**config.mk**
```make
export PLATFORM = sky130hd
export DESIGN_NAME = colq_mult
export DESIGN_NICKNAME = d
export VERILOG_FILES = /design/src/rtl/colq_pkg.sv /design/src/rtl/colq_cell.sv /design/src/rtl/colq_ppgen.sv /design/src/rtl/colq_column.sv /design/src/rtl/colq_cpa.sv /design/src/rtl/colq_mult.sv
export SDC_FILE = /design/constraint.sdc
export NUM_CORES = 1
export LEC_CHECK = 0
export BUFFER_PORTS_ARGS = -buffer_cell sky130_fd_sc_hd__buf_2
export CAP_MARGIN = 5
export CORE_MARGIN = 1
export CORE_UTILIZATION = 45
export DETAILED_ROUTE_END_ITERATION = 16
export PLACE_DENSITY = 0.67
export REMOVE_ABC_BUFFERS = 1
export SYNTH_ARGS = -nofsm -noshare
export SYNTH_HDL_FRONTEND = slang
export SYNTH_SLANG_ARGS = --single-unit
```
**constraint.sdc**
```tcl
create_clock -name vclk -period 6.57
set_input_delay 0.657 -clock vclk [all_inputs]
set_output_delay 0.657 -clock vclk [all_outputs]
set_load 0.02 [all_outputs]
```
**src/rtl/colq_pkg.sv**
```systemverilog
`timescale 1ns/1ps
package colq_pkg;

    typedef enum logic {CELL_HALF, CELL_FULL} cell_kind_e;

    typedef struct packed {
        logic carry;
        logic sum;
    } sc_t;

    // number of partial-product bits of weight w for n-bit operands
    function automatic int pp_count(input int n, input int w);
        int lo;
        int hi;
        if (w < 0 || w > 2*n-2) return 0;
        hi = (w < n-1) ? w : n-1;
        lo = (w > n-1) ? w-(n-1) : 0;
        return hi - lo + 1;
    endfunction

    // lowest b-operand row contributing to weight w
    function automatic int low_row(input int n, input int w);
        return (w > n-1) ? w-(n-1) : 0;
    endfunction

    // half adders needed to bring the surplus down to two
    function automatic int half_of(input int bits, input int cin);
        return (bits - cin > 2) ? bits - cin - 2 : 0;
    endfunction

    // zero fillers needed to raise the surplus up to two
    function automatic int pad_of(input int bits, input int cin);
        return (bits - cin < 2) ? 2 - (bits - cin) : 0;
    endfunction

    // carries entering column w (columns are compressed from weight 1)
    function automatic int carry_in(input int n, input int w);
        int c;
        c = 0;
        for (int k = 1; k < w; k++)
            c = c + half_of(pp_count(n, k), c);
        return c;
    endfunction

endpackage

```
**src/rtl/colq_cell.sv**
```systemverilog
`timescale 1ns/1ps
module colq_cell
    import colq_pkg::*;
#(
    parameter cell_kind_e KIND = CELL_FULL
) (
    input  logic x_i,
    input  logic y_i,
    input  logic z_i,
    output sc_t  res_o
);

    if (KIND == CELL_HALF) begin : g_half
        logic z_unused;
        assign z_unused = z_i;
        assign res_o.sum   = x_i ^ y_i;
        assign res_o.carry = x_i & y_i;
    end else begin : g_full
        assign res_o.sum   = x_i ^ y_i ^ z_i;
        assign res_o.carry = (x_i & y_i) | (x_i & z_i) | (y_i & z_i);
    end

endmodule

```
**src/rtl/colq_ppgen.sv**
```systemverilog
`timescale 1ns/1ps
module colq_ppgen #(
    parameter int N = 8
) (
    input  logic [N-1:0]   a_i,
    input  logic [N-1:0]   b_i,
    output logic [N*N-1:0] pp_o
);

    // entry r*N+c holds a[c] & b[r], weight r+c
    for (genvar r = 0; r < N; r++) begin : g_row
        for (genvar c = 0; c < N; c++) begin : g_col
            assign pp_o[r*N+c] = a_i[c] & b_i[r];
        end
    end

endmodule

```
**src/rtl/colq_column.sv**
```systemverilog
`timescale 1ns/1ps
module colq_column
    import colq_pkg::*;
#(
    parameter int NPP   = 2,
    parameter int NCIN  = 0,
    parameter int NHALF = 0,
    parameter int NPAD  = 0,
    localparam int PW   = (NPP > 0) ? NPP : 1,
    localparam int CW   = (NCIN > 0) ? NCIN : 1,
    localparam int NCELL = NHALF + NCIN,
    localparam int OW   = (NCELL > 0) ? NCELL : 1
) (
    input  logic [PW-1:0] pp_i,
    input  logic [CW-1:0] cin_i,
    output logic [1:0]    pair_o,
    output logic [OW-1:0] cout_o
);

    localparam int BEFF = NPP + NPAD;   // queue items present before any cell

    logic [BEFF-1:0] seed;

    for (genvar i = 0; i < BEFF; i++) begin : g_seed
        if (i < NPP) begin : g_bit
            assign seed[i] = pp_i[i];
        end else begin : g_zero
            assign seed[i] = 1'b0;
        end
    end

    // cell k takes queue items 2k and 2k+1; its sum becomes item BEFF+k
    for (genvar k = 0; k < NCELL; k++) begin : g_cell
        logic x0;
        logic x1;
        logic x2;
        sc_t  r;

        if (2*k < BEFF) begin : g_op0
            assign x0 = seed[2*k];
        end else begin : g_op0
            assign x0 = g_cell[2*k-BEFF].r.sum;
        end

        if (2*k+1 < BEFF) begin : g_op1
            assign x1 = seed[2*k+1];
        end else begin : g_op1
            assign x1 = g_cell[2*k+1-BEFF].r.sum;
        end

        if (k < NHALF) begin : g_op2
            assign x2 = 1'b0;
        end else begin : g_op2
            assign x2 = cin_i[k-NHALF];
        end

        colq_cell #(
            .KIND((k < NHALF) ? CELL_HALF : CELL_FULL)
        ) u_cell (
            .x_i   (x0),
            .y_i   (x1),
            .z_i   (x2),
            .res_o (r)
        );

        assign cout_o[k] = r.carry;
    end

    if (NCELL == 0) begin : g_no_cout
        assign cout_o = '0;
    end

    // the two items left at the head of the queue
    for (genvar q = 0; q < 2; q++) begin : g_pair
        if (2*NCELL+q < BEFF) begin : g_src
            assign pair_o[q] = seed[2*NCELL+q];
        end else begin : g_src
            assign pair_o[q] = g_cell[2*NCELL+q-BEFF].r.sum;
        end
    end

    always_comb begin
        // value entering the column equals value leaving it
        a_r5_column_balance: assert ($countones(pp_i) + $countones(cin_i)
                == $countones(pair_o) + 2*$countones(cout_o))
            else $error("column balance broken");
    end

endmodule

```
**src/rtl/colq_cpa.sv**
```systemverilog
`timescale 1ns/1ps
module colq_cpa
    import colq_pkg::*;
#(
    parameter int W = 15
) (
    input  logic [W-1:0] x_i,
    input  logic [W-1:0] y_i,
    output logic [W-1:0] sum_o,
    output logic         cout_o
);

    for (genvar k = 0; k < W; k++) begin : g_bit
        logic ci;
        sc_t  r;

        if (k == 0) begin : g_ci
            assign ci = 1'b0;
        end else begin : g_ci
            assign ci = g_bit[k-1].r.carry;
        end

        colq_cell #(.KIND(CELL_FULL)) u_fa (
            .x_i   (x_i[k]),
            .y_i   (y_i[k]),
            .z_i   (ci),
            .res_o (r)
        );

        assign sum_o[k] = r.sum;
    end

    assign cout_o = g_bit[W-1].r.carry;

endmodule

```
**src/rtl/colq_mult.sv**
```systemverilog
`timescale 1ns/1ps
module colq_mult
    import colq_pkg::*;
#(
    parameter int N = 8
) (
    input  logic [N-1:0]   a_i,
    input  logic [N-1:0]   b_i,
    output logic [2*N-1:0] p_o
);

    localparam int NPROD = N * N;
    localparam int TOPW  = 2*N - 1;   // highest weight of the product
    localparam int RW    = 2*N - 1;   // final adder covers weights 1..TOPW

    logic [NPROD-1:0] pp;
    logic [RW-1:0]    row_x;
    logic [RW-1:0]    row_y;
    logic [RW-1:0]    add_sum;
    logic             add_cout;

    colq_ppgen #(.N(N)) u_ppgen (
        .a_i  (a_i),
        .b_i  (b_i),
        .pp_o (pp)
    );

    for (genvar w = 1; w <= TOPW; w++) begin : g_col
        localparam int NPP  = pp_count(N, w);
        localparam int NCIN = carry_in(N, w);
        localparam int NH   = half_of(NPP, NCIN);
        localparam int NPD  = pad_of(NPP, NCIN);
        localparam int LO   = low_row(N, w);
        localparam int PW   = (NPP > 0) ? NPP : 1;
        localparam int CW   = (NCIN > 0) ? NCIN : 1;
        localparam int OW   = (NH + NCIN > 0) ? NH + NCIN : 1;

        logic [PW-1:0] bits;
        logic [CW-1:0] cin;
        logic [OW-1:0] cout;
        logic [1:0]    pair;

        if (NPP > 0) begin : g_bits
            for (genvar t = 0; t < NPP; t++) begin : g_t
                assign bits[t] = pp[(LO+t)*N + (w-LO-t)];
            end
        end else begin : g_bits
            assign bits = 1'b0;
        end

        if (NCIN > 0) begin : g_cin
            assign cin = g_col[w-1].cout;
        end else begin : g_cin
            assign cin = '0;
        end

        colq_column #(
            .NPP   (NPP),
            .NCIN  (NCIN),
            .NHALF (NH),
            .NPAD  (NPD)
        ) u_col (
            .pp_i   (bits),
            .cin_i  (cin),
            .pair_o (pair),
            .cout_o (cout)
        );

        assign row_x[w-1] = pair[0];
        assign row_y[w-1] = pair[1];
    end

    colq_cpa #(.W(RW)) u_cpa (
        .x_i    (row_x),
        .y_i    (row_y),
        .sum_o  (add_sum),
        .cout_o (add_cout)
    );

    assign p_o = {add_sum, pp[0]};

    always_comb begin
        // nothing of weight 2N may leave the top column
        a_r6_top_column_clear: assert (g_col[TOPW].cout == '0)
            else $error("carry left the top column");
        // final adder stays inside the product width
        a_r7_adder_no_carry: assert (add_cout == 1'b0)
            else $error("final adder overflowed");
        if (a_i == '0 || b_i == '0) begin
            a_r3_zero_operand: assert (p_o == '0)
                else $error("zero operand gave nonzero product");
        end
        if (b_i == {{(N-1){1'b0}}, 1'b1}) begin
            a_r4_unit_operand: assert (p_o == {{N{1'b0}}, a_i})
                else $error("unit multiplier changed the multiplicand");
        end
    end

endmodule

```
==> flow_metrics.py <==
metrics = {
    "setup_path": {
        "cpPeakStageDelay_ns": 0.52,
        "worstPathMaxFanout": 4,
        "cp.buffers_inverters": 6,
        "critPathSlowestCell": "fa_2",
        "critPathLaunchType": "input port",
        "path_cells": "buf_2 -> and2_4 -> ha_4 -> inv_2 -> fa_2 -> inv_2 -> fa_2 -> fa_2 -> fa_2 -> fa_2 -> fa_2 -> fa_2 -> fa_2 -> fa_2 -> fa_2 -> inv_2 -> fa_1 -> inv_1 -> ha_2 -> ha_2 -> xor2_1 -> buf_4",
        "endpoint_kind": "output port",
        "crit_type": "in -> out",
        "worst_ep_arrival_time_ns": 5.79,
        "path_common_cell": "fa_2",
        "startpoint": "a_i[1]",
        "critical_path_required_ns": 5.91,
        "cpLargestDelayFamily": "adder cells",
    },
    "run_status": {
        "outcome": "complete, no violations",
    },
    "min_path": {
        "min-delay-start": "a_i[0]",
        "hold_path_depth": 3,
        "hp-class": "in -> out",
        "min_to": "p_o[0]",
    },
    "sta": {
        "fmax_mhz": 155,
        "fin_crit_sh_pct": 98.1,
        "grt_setup_unrepaired": "true",
        "hold_violations": 0,
        "slew_violations": 0,
        "setup_viol_count_final": 0,
        "period_minus_slack_ns": 6.44,
        "fin_hold_ws_ns": 1.73,
        "worstMarginPinSlew_ns": 0.170,
        "maxSlewHeadroom_pct": 88.7,
    },
    "yosys": {
        "synth_cell_types": 6,
        "syn_inst": 175,
        "synth_top_area_share_pct": 57.9,
        "synth_area_mm2": 0.00166,
        "ys_top_cells_by_count": "48 x fa_1, 48 x inv_1, 38 x and2_1",
        "seq_area_frac_synth_pct": 0,
        "syn_avg_cell_area_um2": 9.49,
        "yosysTopAreaCell": "fa_1",
        "synth_warnings": 0,
        "synthTopCellsByArea": "fa_1 58%, and2_1 14%, inv_1 11%",
    },
    "finish": {
        "num_antenna_cells": 0,
        "layout.nets": 300,
        "seq_cells": 0,
        "fin_area_mm2": 0.00205,
        "fin_cells": 266,
        "area_growth_pct": 23.2,
        "drive_gt1_share_pct": 30.9,
        "num-clock-buffers": 0,
        "register_area_um2": 0,
    },
    "die": {
        "coreArea_mm2": 0.00344,
        "num_rows": 21,
        "ioPinCount": 32,
        "die-area_mm2": 0.00394,
        "start_util_pct": 48.2,
        "dieWidth_um": 62.7,
        "fp.dieH_um": 62.7,
    },
    "detailed_routing": {
        "drtIter0Drc": 11,
        "postRouteAntennaNets": 0,
        "drt-total-wl_um": 3190,
        "dr.pass1.iters": 3,
        "drcViolationCount": 0,
        "routed_via_density": 4.58,
        "wire_per_inst_um": 12.0,
        "vias": 1218,
    },
    "grt": {
        "grt_pass1_vias": 1331,
        "antenna_found_initial": 0,
        "grt-ovfl-total": 0,
        "grt_pass1_wl_um": 5970,
        "grt_max_degree": 9,
        "grtUsageTotal_pct": 19.3,
    },
    "place": {
        "io_buffers": 32,
        "placedInstanceArea_mm2": 0.00198,
        "dp.cells": 266,
        "hpwl_um": 2900,
        "place.gp.congestion": 0.760,
    },
    "flow_run": {
        "maxCapViolCount": 0,
    },
    "power_and_ir_drop": {
        "ir_drop_mv": 0.141,
        "p_per_area_mw_per_mm2": 195,
        "p_leak_nw": 1.06,
    },
    "cts": {
        "cts_hold_buf": 0,
    },
}
layer usage:
layer / vias to the layer above / routed length [um] / GRT usage, %
met5: - / 0 / 0
met1: 615 / 1370 / 24.5
met4: 0 / 21 / 2.03
met2: 19 / 1740 / 37.4
met3: 2 / 55 / 0.365
li1: 582 / - / -
worst min-delay path: cells and delay by family:
| family | cells | cell delay (ns) |
|---|---|---|
| buffers and inverters | 2 | 0.29 |
| and+or+nand+nor | 1 | 0.13 |
how the worst max path moves through the flow:
stage | depth (start not counted) | slack [ns] | endpoint
2_1_floorplan | 18 | 0.02 | p_o[15]
3_3_place_gp | 20 | -0.22 | p_o[15]
3_5_place_dp | 20 | -0.22 | p_o[15]
4_1_cts | 24 | 0.04 | p_o[15]
5_1_grt | 22 | -0.02 | p_o[15]
6_report | 22 | 0.13 | p_o[15]
layout by cell type, fill, tap and decap left out:
cell / Yosys / layout
buf_4: 0 / 17
xor2_1: 1 / 1
buf_2: 0 / 28
inv_2: 0 / 3
nand2_1: 26 / 26
and2_4: 0 / 2
ha_4: 0 / 1
and2_1: 38 / 36
fa_1: 48 / 33
inv_1: 48 / 45
ha_1: 14 / 11
fa_2: 0 / 15
ha_2: 0 / 2
logic make-up (layout without fill, tap and decap cells):
family | Yosys count | in the layout | share of synthesized area, %
xor+xnor | 1 | 1 | 0.528
buf+inv | 48 | 93 | 10.9
simple gates | 64 | 64 | 20.2
fa+ha+maj | 62 | 62 | 68.4
metrics by stage:
| step | worst slack [ns] | power (mW) | util (%) | setup TNS (ns) |
|---|---|---|---|---|
| 2_1_floorplan | 0.0165 | 0.302 | - | 0 |
| 3_3_place_gp | -0.217 | 0.383 | 57.4 | -0.350 |
| 3_5_place_dp | -0.223 | 0.392 | 57.4 | -0.364 |
| 4_1_cts | 0.0381 | 0.401 | 58.1 | 0 |
| 5_1_grt | -0.0239 | 0.454 | 59.4 | -0.0239 |
| 6_report | 0.126 | 0.400 | 59.4 | 0 |
power by group:
| part | switching [mW] | internal [mW] |
|---|---|---|
| combinational | 0.242 | 0.158 |
| sequential | 0 | 0 |
| clock | 0 | 0 |
| total | 0.242 | 0.158 |
cell type report:
| type | count | area, um2 |
|---|---|---|
| inverters | 48 | 180 |
| repair buffers | 45 | 268 |
| well taps | 46 | 57.6 |
| fillers | 339 | 1400 |
| multi-input cells | 127 | 1540 |
repair_timing:
action	in CTS	in global routing
hold endpoints to repair	0	0
gates resized for setup	10	18
buffers inserted	0	0
endpoints found under the setup margin	2	2
pin swaps	1	17
Power figures use the tool's default switching activity.
